===== src/rtl/irq_cause_pkg.sv =====
package irq_cause_pkg;
  localparam int ADDR_W = 3;
  typedef enum logic [ADDR_W-1:0] {
    SEL_CAUSE = 3'd0,
    SEL_MSET  = 3'd1,
    SEL_MCLR  = 3'd2,
    SEL_MODE  = 3'd3,
    SEL_MVAL  = 3'd4,
    SEL_MON   = 3'd5
  } reg_sel_e;

  typedef struct packed {
    logic rd_cause;
    logic rd_mon;
    logic wr_cause;
    logic wr_mset;
    logic wr_mclr;
    logic wr_mode;
  } strobes_t;
endpackage


===== src/rtl/icu_decode.sv =====
module icu_decode
  import irq_cause_pkg::*;
(
  input  logic              wr_en,
  input  logic              rd_en,
  input  logic [ADDR_W-1:0] addr,
  output strobes_t          stb
);
  always_comb begin
    stb          = '0;
    stb.rd_cause = rd_en && (addr == SEL_CAUSE);
    stb.rd_mon   = rd_en && (addr == SEL_MON);
    stb.wr_cause = wr_en && ((addr == SEL_CAUSE) || (addr == SEL_MON));
    stb.wr_mset  = wr_en && (addr == SEL_MSET);
    stb.wr_mclr  = wr_en && (addr == SEL_MCLR);
    stb.wr_mode  = wr_en && (addr == SEL_MODE);
  end
endmodule


===== src/rtl/icu_ctrl_regs.sv =====
module icu_ctrl_regs #(
  parameter int W = 32
) (
  input  logic         clk,
  input  logic         rst_n,
  input  logic         mset,
  input  logic         mclr,
  input  logic         mode_wr,
  input  logic [W-1:0] wdata,
  output logic [W-1:0] mask,
  output logic [W-1:0] mode
);
  always_ff @(posedge clk) begin
    if (!rst_n) begin
      mask <= '1;
      mode <= '0;
    end else begin
      if (mset)    mask <= mask | wdata;
      if (mclr)    mask <= mask & ~wdata;
      if (mode_wr) mode <= wdata;
    end
  end
endmodule


===== src/rtl/icu_cause_bank.sv =====
module icu_cause_bank #(
  parameter int W = 32
) (
  input  logic         clk,
  input  logic         rst_n,
  input  logic [W-1:0] evt,
  input  logic         rd_all,
  input  logic         rd_mon,
  input  logic         wr_clr,
  input  logic [W-1:0] wdata,
  input  logic [W-1:0] mode,
  input  logic [W-1:0] mask,
  output logic [W-1:0] cause
);
  for (genvar i = 0; i < W; i++) begin : g_bit
    logic clr_rd;
    logic clr_wr;
    assign clr_rd = mode[i] && (rd_all || (rd_mon && !mask[i]));
    assign clr_wr = !mode[i] && wr_clr && wdata[i];
    always_ff @(posedge clk) begin
      if (!rst_n) cause[i] <= 1'b0;
      else        cause[i] <= (cause[i] && !(clr_rd || clr_wr)) || evt[i];
    end
  end
endmodule


===== src/rtl/icu_irq_out.sv =====
module icu_irq_out #(
  parameter int W = 32
) (
  input  logic         clk,
  input  logic         rst_n,
  input  logic [W-1:0] cause,
  input  logic [W-1:0] mask,
  output logic         irq
);
  always_ff @(posedge clk) begin
    if (!rst_n) irq <= 1'b0;
    else        irq <= |(cause & ~mask);
  end
endmodule


===== src/rtl/irq_cause_unit.sv =====
module irq_cause_unit
  import irq_cause_pkg::*;
#(
  parameter int W = 32
) (
  input  logic              clk,
  input  logic              rst_n,
  input  logic [W-1:0]      evt_i,
  input  logic              host_wr_i,
  input  logic              host_rd_i,
  input  logic [ADDR_W-1:0] host_addr_i,
  input  logic [W-1:0]      host_wdata_i,
  output logic [W-1:0]      host_rdata_o,
  output logic              irq_o
);
  strobes_t     stb;
  logic [W-1:0] cause_q;
  logic [W-1:0] mask_q;
  logic [W-1:0] mode_q;

  icu_decode u_dec (
    .wr_en (host_wr_i),
    .rd_en (host_rd_i),
    .addr  (host_addr_i),
    .stb   (stb)
  );

  icu_ctrl_regs #(.W(W)) u_ctrl (
    .clk     (clk),
    .rst_n   (rst_n),
    .mset    (stb.wr_mset),
    .mclr    (stb.wr_mclr),
    .mode_wr (stb.wr_mode),
    .wdata   (host_wdata_i),
    .mask    (mask_q),
    .mode    (mode_q)
  );

  icu_cause_bank #(.W(W)) u_cause (
    .clk    (clk),
    .rst_n  (rst_n),
    .evt    (evt_i),
    .rd_all (stb.rd_cause),
    .rd_mon (stb.rd_mon),
    .wr_clr (stb.wr_cause),
    .wdata  (host_wdata_i),
    .mode   (mode_q),
    .mask   (mask_q),
    .cause  (cause_q)
  );

  icu_irq_out #(.W(W)) u_irq (
    .clk   (clk),
    .rst_n (rst_n),
    .cause (cause_q),
    .mask  (mask_q),
    .irq   (irq_o)
  );

  always_comb begin
    unique case (host_addr_i)
      SEL_CAUSE: host_rdata_o = cause_q;
      SEL_MODE:  host_rdata_o = mode_q;
      SEL_MVAL:  host_rdata_o = mask_q;
      SEL_MON:   host_rdata_o = cause_q & ~mask_q;
      default:   host_rdata_o = '0;
    endcase
  end
endmodule


===== config.mk =====
export PLATFORM = sky130hd
export DESIGN_NAME = irq_cause_unit
export DESIGN_NICKNAME = d
export VERILOG_FILES = /design/src/rtl/irq_cause_pkg.sv /design/src/rtl/icu_decode.sv /design/src/rtl/icu_ctrl_regs.sv /design/src/rtl/icu_cause_bank.sv /design/src/rtl/icu_irq_out.sv /design/src/rtl/irq_cause_unit.sv
export SDC_FILE = /design/constraint.sdc
export NUM_CORES = 1
export LEC_CHECK = 0
export BUFFER_PORTS_ARGS = -buffer_cell sky130_fd_sc_hd__buf_2
export CAP_MARGIN = 20
export CORE_MARGIN = 2
export CORE_UTILIZATION = 45
export DETAILED_ROUTE_END_ITERATION = 8
export PLACE_DENSITY_LB_ADDON = 0.15
export SKIP_LAST_GASP = 1
export SYNTH_ARGS = -nofsm -noshare
export SYNTH_HDL_FRONTEND = slang
export SYNTH_SLANG_ARGS = --single-unit

===== constraint.sdc =====
create_clock -name clk -period 1.5 [get_ports clk]
set_input_delay 0.225 -clock clk [delete_from_list [all_inputs] [get_ports clk]]
set_output_delay 0.225 -clock clk [all_outputs]
set_load 0.005 [all_outputs]

==> qor.csv <==
stage,metric,value,unit
outcome,result of the run,"complete, but fails checks",
outcome,failing checks,negative setup slack,
clock_network,Sink Count,97,
routing,Routed wire per std cell,19.3,um
logic_synthesis,Ys Warns,0,
global_routing,largest net degree at the start of global routing,79,
sta,worst slew pin tran,0.425,ns
sta,final hold viol count,0,
floorplan,Chip Width,112,um
placed_design,Final HPWL DP,11400,um
critical_path,Register-to-Register Path Depth,6,
sta,fin worst setup slack,-0.00819,ns
clock_network,Max H-tree Level,3,
pwr,VDD IR max,0.527,mV
finish,Final #Nets,846,
finish,layout cells sized above 1,0.370,
routing,WL final,17800,um
clock_network,number of buffers created by CTS,9,
flow_run,Max Cap Violations,0,
pwr,Clk pwr share,0.365,
floorplan,Starting Density,0.462,
sta,min cycle time layout,1.51,ns
floorplan,Core ar.,0.0115,mm2
logic_synthesis,post-synth cell types,30,
clock_network,worst skew pair latency,0.34,ns
logic_synthesis,top-count cell post-synth,nand2_1,
global_routing,first-pass GRT wire length,27000,um
finish,Filler Cell Count,986,
logic_synthesis,Yosys reg bits,97,
clock_network,clock root cell,clkbuf_16,
sta,Final setup viols,1,
critical_path,Crit. End Element,output port,
critical_path,crit path launch type,flop,
sta,relative slew slack,0.717,
clock_network,TritonCTS clock tree,done,
global_routing,vias in the first global route,5223,
pwr,P_leak,0.00300,uW
global_routing,GRT Util Overall,0.267,
logic_synthesis,sequential area share after synthesis,0.367,
finish,final core occ,0.620,
logic_synthesis,syn avg cell area,8.05,um2
pwr,NetSw,1690,uW
pwr,internal power,4470,uW
sta,Hold Slack,0.140,ns
logic_synthesis,"Cell Area, Synth",0.00529,mm2
placed_design,GP Congestion,0.835,
worst_hold_path,Hold EP,u_cause.cause[2],
logic_synthesis,main flop type after synthesis,dfxtp_1,
critical_path,r2r setup slk,0.11,ns
pwr,logic gate share of total power,0.173,
clock_network,Max Root-Sink Buffers,2,
pwr,share of power burned in registers,0.462,
logic_synthesis,Mapped Nets,729,
routing,first drt pass iteration count,6,
logic_synthesis,Synth area leaders,"dfxtp_1 (37%), nand2_1 (9.1%), a21oi_1 (6.1%)",
routing,Routed Antenna Nets,0,
sta,Setup Skew,0.00492,ns
critical_path,Worst EP arrival,1.28,ns
worst_hold_path,hold depth,3,
logic_synthesis,number of synthesized flops with an enable pin,0,
pwr,PwrDens,866,mW/mm2
floorplan,Die ar.,0.0126,mm2
worst_hold_path,Hold Crit Start,evt_i[2],
sta,Tcrit/Tclk final,1.01,
routing,iteration-0 DRC count of the detailed router,354,
sta,Slew Limit Fails,0,
routing,drc violations,0,
logic_synthesis,synth cell count leaders,"nand2_1 (129), dfxtp_1 (97), a21oi_1 (65)",
finish,Syn-to-layout area delta,34.4,%
critical_path,FF-to-FF End,u_irq.irq,
sta,RSZ-0062 raised after global routing,yes,
routing,total number of vias,5589,
floorplan,I/O pins,104,
global_routing,grt total ovfl,0,
clock_network,Hold Buf Count CTS,0,
logic_synthesis,async set-reset flop share out of synthesis,0,
critical_path,worst-path fanout max,4,
clock_network,clock-pin slew on the worst setup and hold paths,0.06,ns
routing,routed vias/inst,6.06,
finish,Antenna diodes,0,
global_routing,initial antenna violation count,0,
pwr,switching share of power,0.274,
logic_synthesis,post-synth top area cell,dfxtp_1,
placed_design,IO Port Bufs,103,
sta,Max Fclk,0.663,GHz
worst_hold_path,Tightest Hold Check Type,primary input to flop,
critical_path,Critical Path RT,1.27,ns
critical_path,CP Class,flop to output port,
logic_synthesis,Synth top area share,0.367,
placed_design,Place WS,-0.106,ns
floorplan,# rows,39,
floorplan,Die Ht,112,um
logic_synthesis,cells after synthesis,658,
power groups by stage:
stage / Combinational, uW / Clock, uW / Sequential (uW)
6_report: 1070 / 2250 / 2850
5_1_grt: 1140 / 2380 / 2860
4_1_cts: 962 / 2270 / 2820
3_5_place_dp: 932 / 0 / 2850
3_3_place_gp: 913 / 0 / 2850
2_1_floorplan: 508 / 0 / 2830
metrics by stage:
step	area, um2	TNS [ns]	cells	power [uW]
detailed placement	6120	-4.13	887	3790
CTS	6570	-0.0152	903	6040
finish	7110	-0.00819	922	6160
global route	7110	-0.326	922	6380
floorplan	5290	0	658	3330
global placement	6120	-2.92	887	3760
per-layer routing:
layer	GRT usage	vias to the layer above	part of all wire
li1	-	2658	-
met1	0.349	2656	0.42
met2	0.441	241	0.47
met3	0.0481	34	0.078
met4	0.102	0	0.024
met5	0	-	0
cell usage in the layout, fill, tap and decap left out, types with 3 or more instances in the layout:
master     count
o2bb2ai_2     17
o21ai_0       34
o21ai_2       10
nand2b_4      31
a221o_1       32
inv_1         32
o21ai_1       20
buf_12         9
a21oi_1       65
buf_4         43
buf_2        102
mux2i_1       32
nand2_1      127
buf_8          3
clkbuf_16     10
dfxtp_2       43
buf_6          3
clkinv_2       3
o2bb2ai_1     12
nand4_1        8
dfxtp_1       53
nand4b_1      33
a311oi_1      32
critical path, cell delays in order (launching register included):
cell       delay [ns]
dfxtp_2          0.34
nand2b_4         0.14
o2bb2ai_2        0.12
nand2_1          0.07
o21ai_1          0.12
buf_2            0.15
area by class of cell:
type	count	area, um2	area share
clock inverter	4	45.0	0.00633
tap	143	179	0.0251
sequential	97	2000	0.281
inverter	33	124	0.0174
multi-input combinational	473	3420	0.480
clock buffer	11	233	0.0327
timing repair buffer	161	1120	0.157
worst max path at each step:
stage | from | endpoint | slack, ns | cells after the start
after CTS | host_addr_i[2] | host_rdata_o[0] | -0.008 | 7
after detailed placement | host_addr_i[0] | u_cause.cause[5] | -0.11 | 5
after global routing | flop | host_rdata_o[0] | -0.04 | 5
after global placement | host_addr_i[2] | host_rdata_o[31] | -0.14 | 7
after floorplan | host_addr_i[1] | u_cause.cause[3] | 0.07 | 6
final | flop | host_rdata_o[12] | -0.008 | 5
logic make-up after synthesis:
| family | Yosys count | share of synthesized area |
|---|---|---|
| AO/OA/AOI/OAI | 225 | 0.289 |
| AND/OR/NAND/NOR | 214 | 0.208 |
| flip-flops | 97 | 0.367 |
| buffers and inverters | 88 | 0.0726 |
| multiplexers | 32 | 0.0605 |
| XOR/XNOR | 2 | 0.00331 |
what timing repair did:
item,4_1_cts,5_1_grt
endpoints found under the hold margin,0,0
pin swaps,10,15
buffers inserted,1,18
cloned,0,1
endpoints found under the setup margin,31,32
gates resized for setup,40,91
No activity file was read; power rests on OpenSTA's default activity.
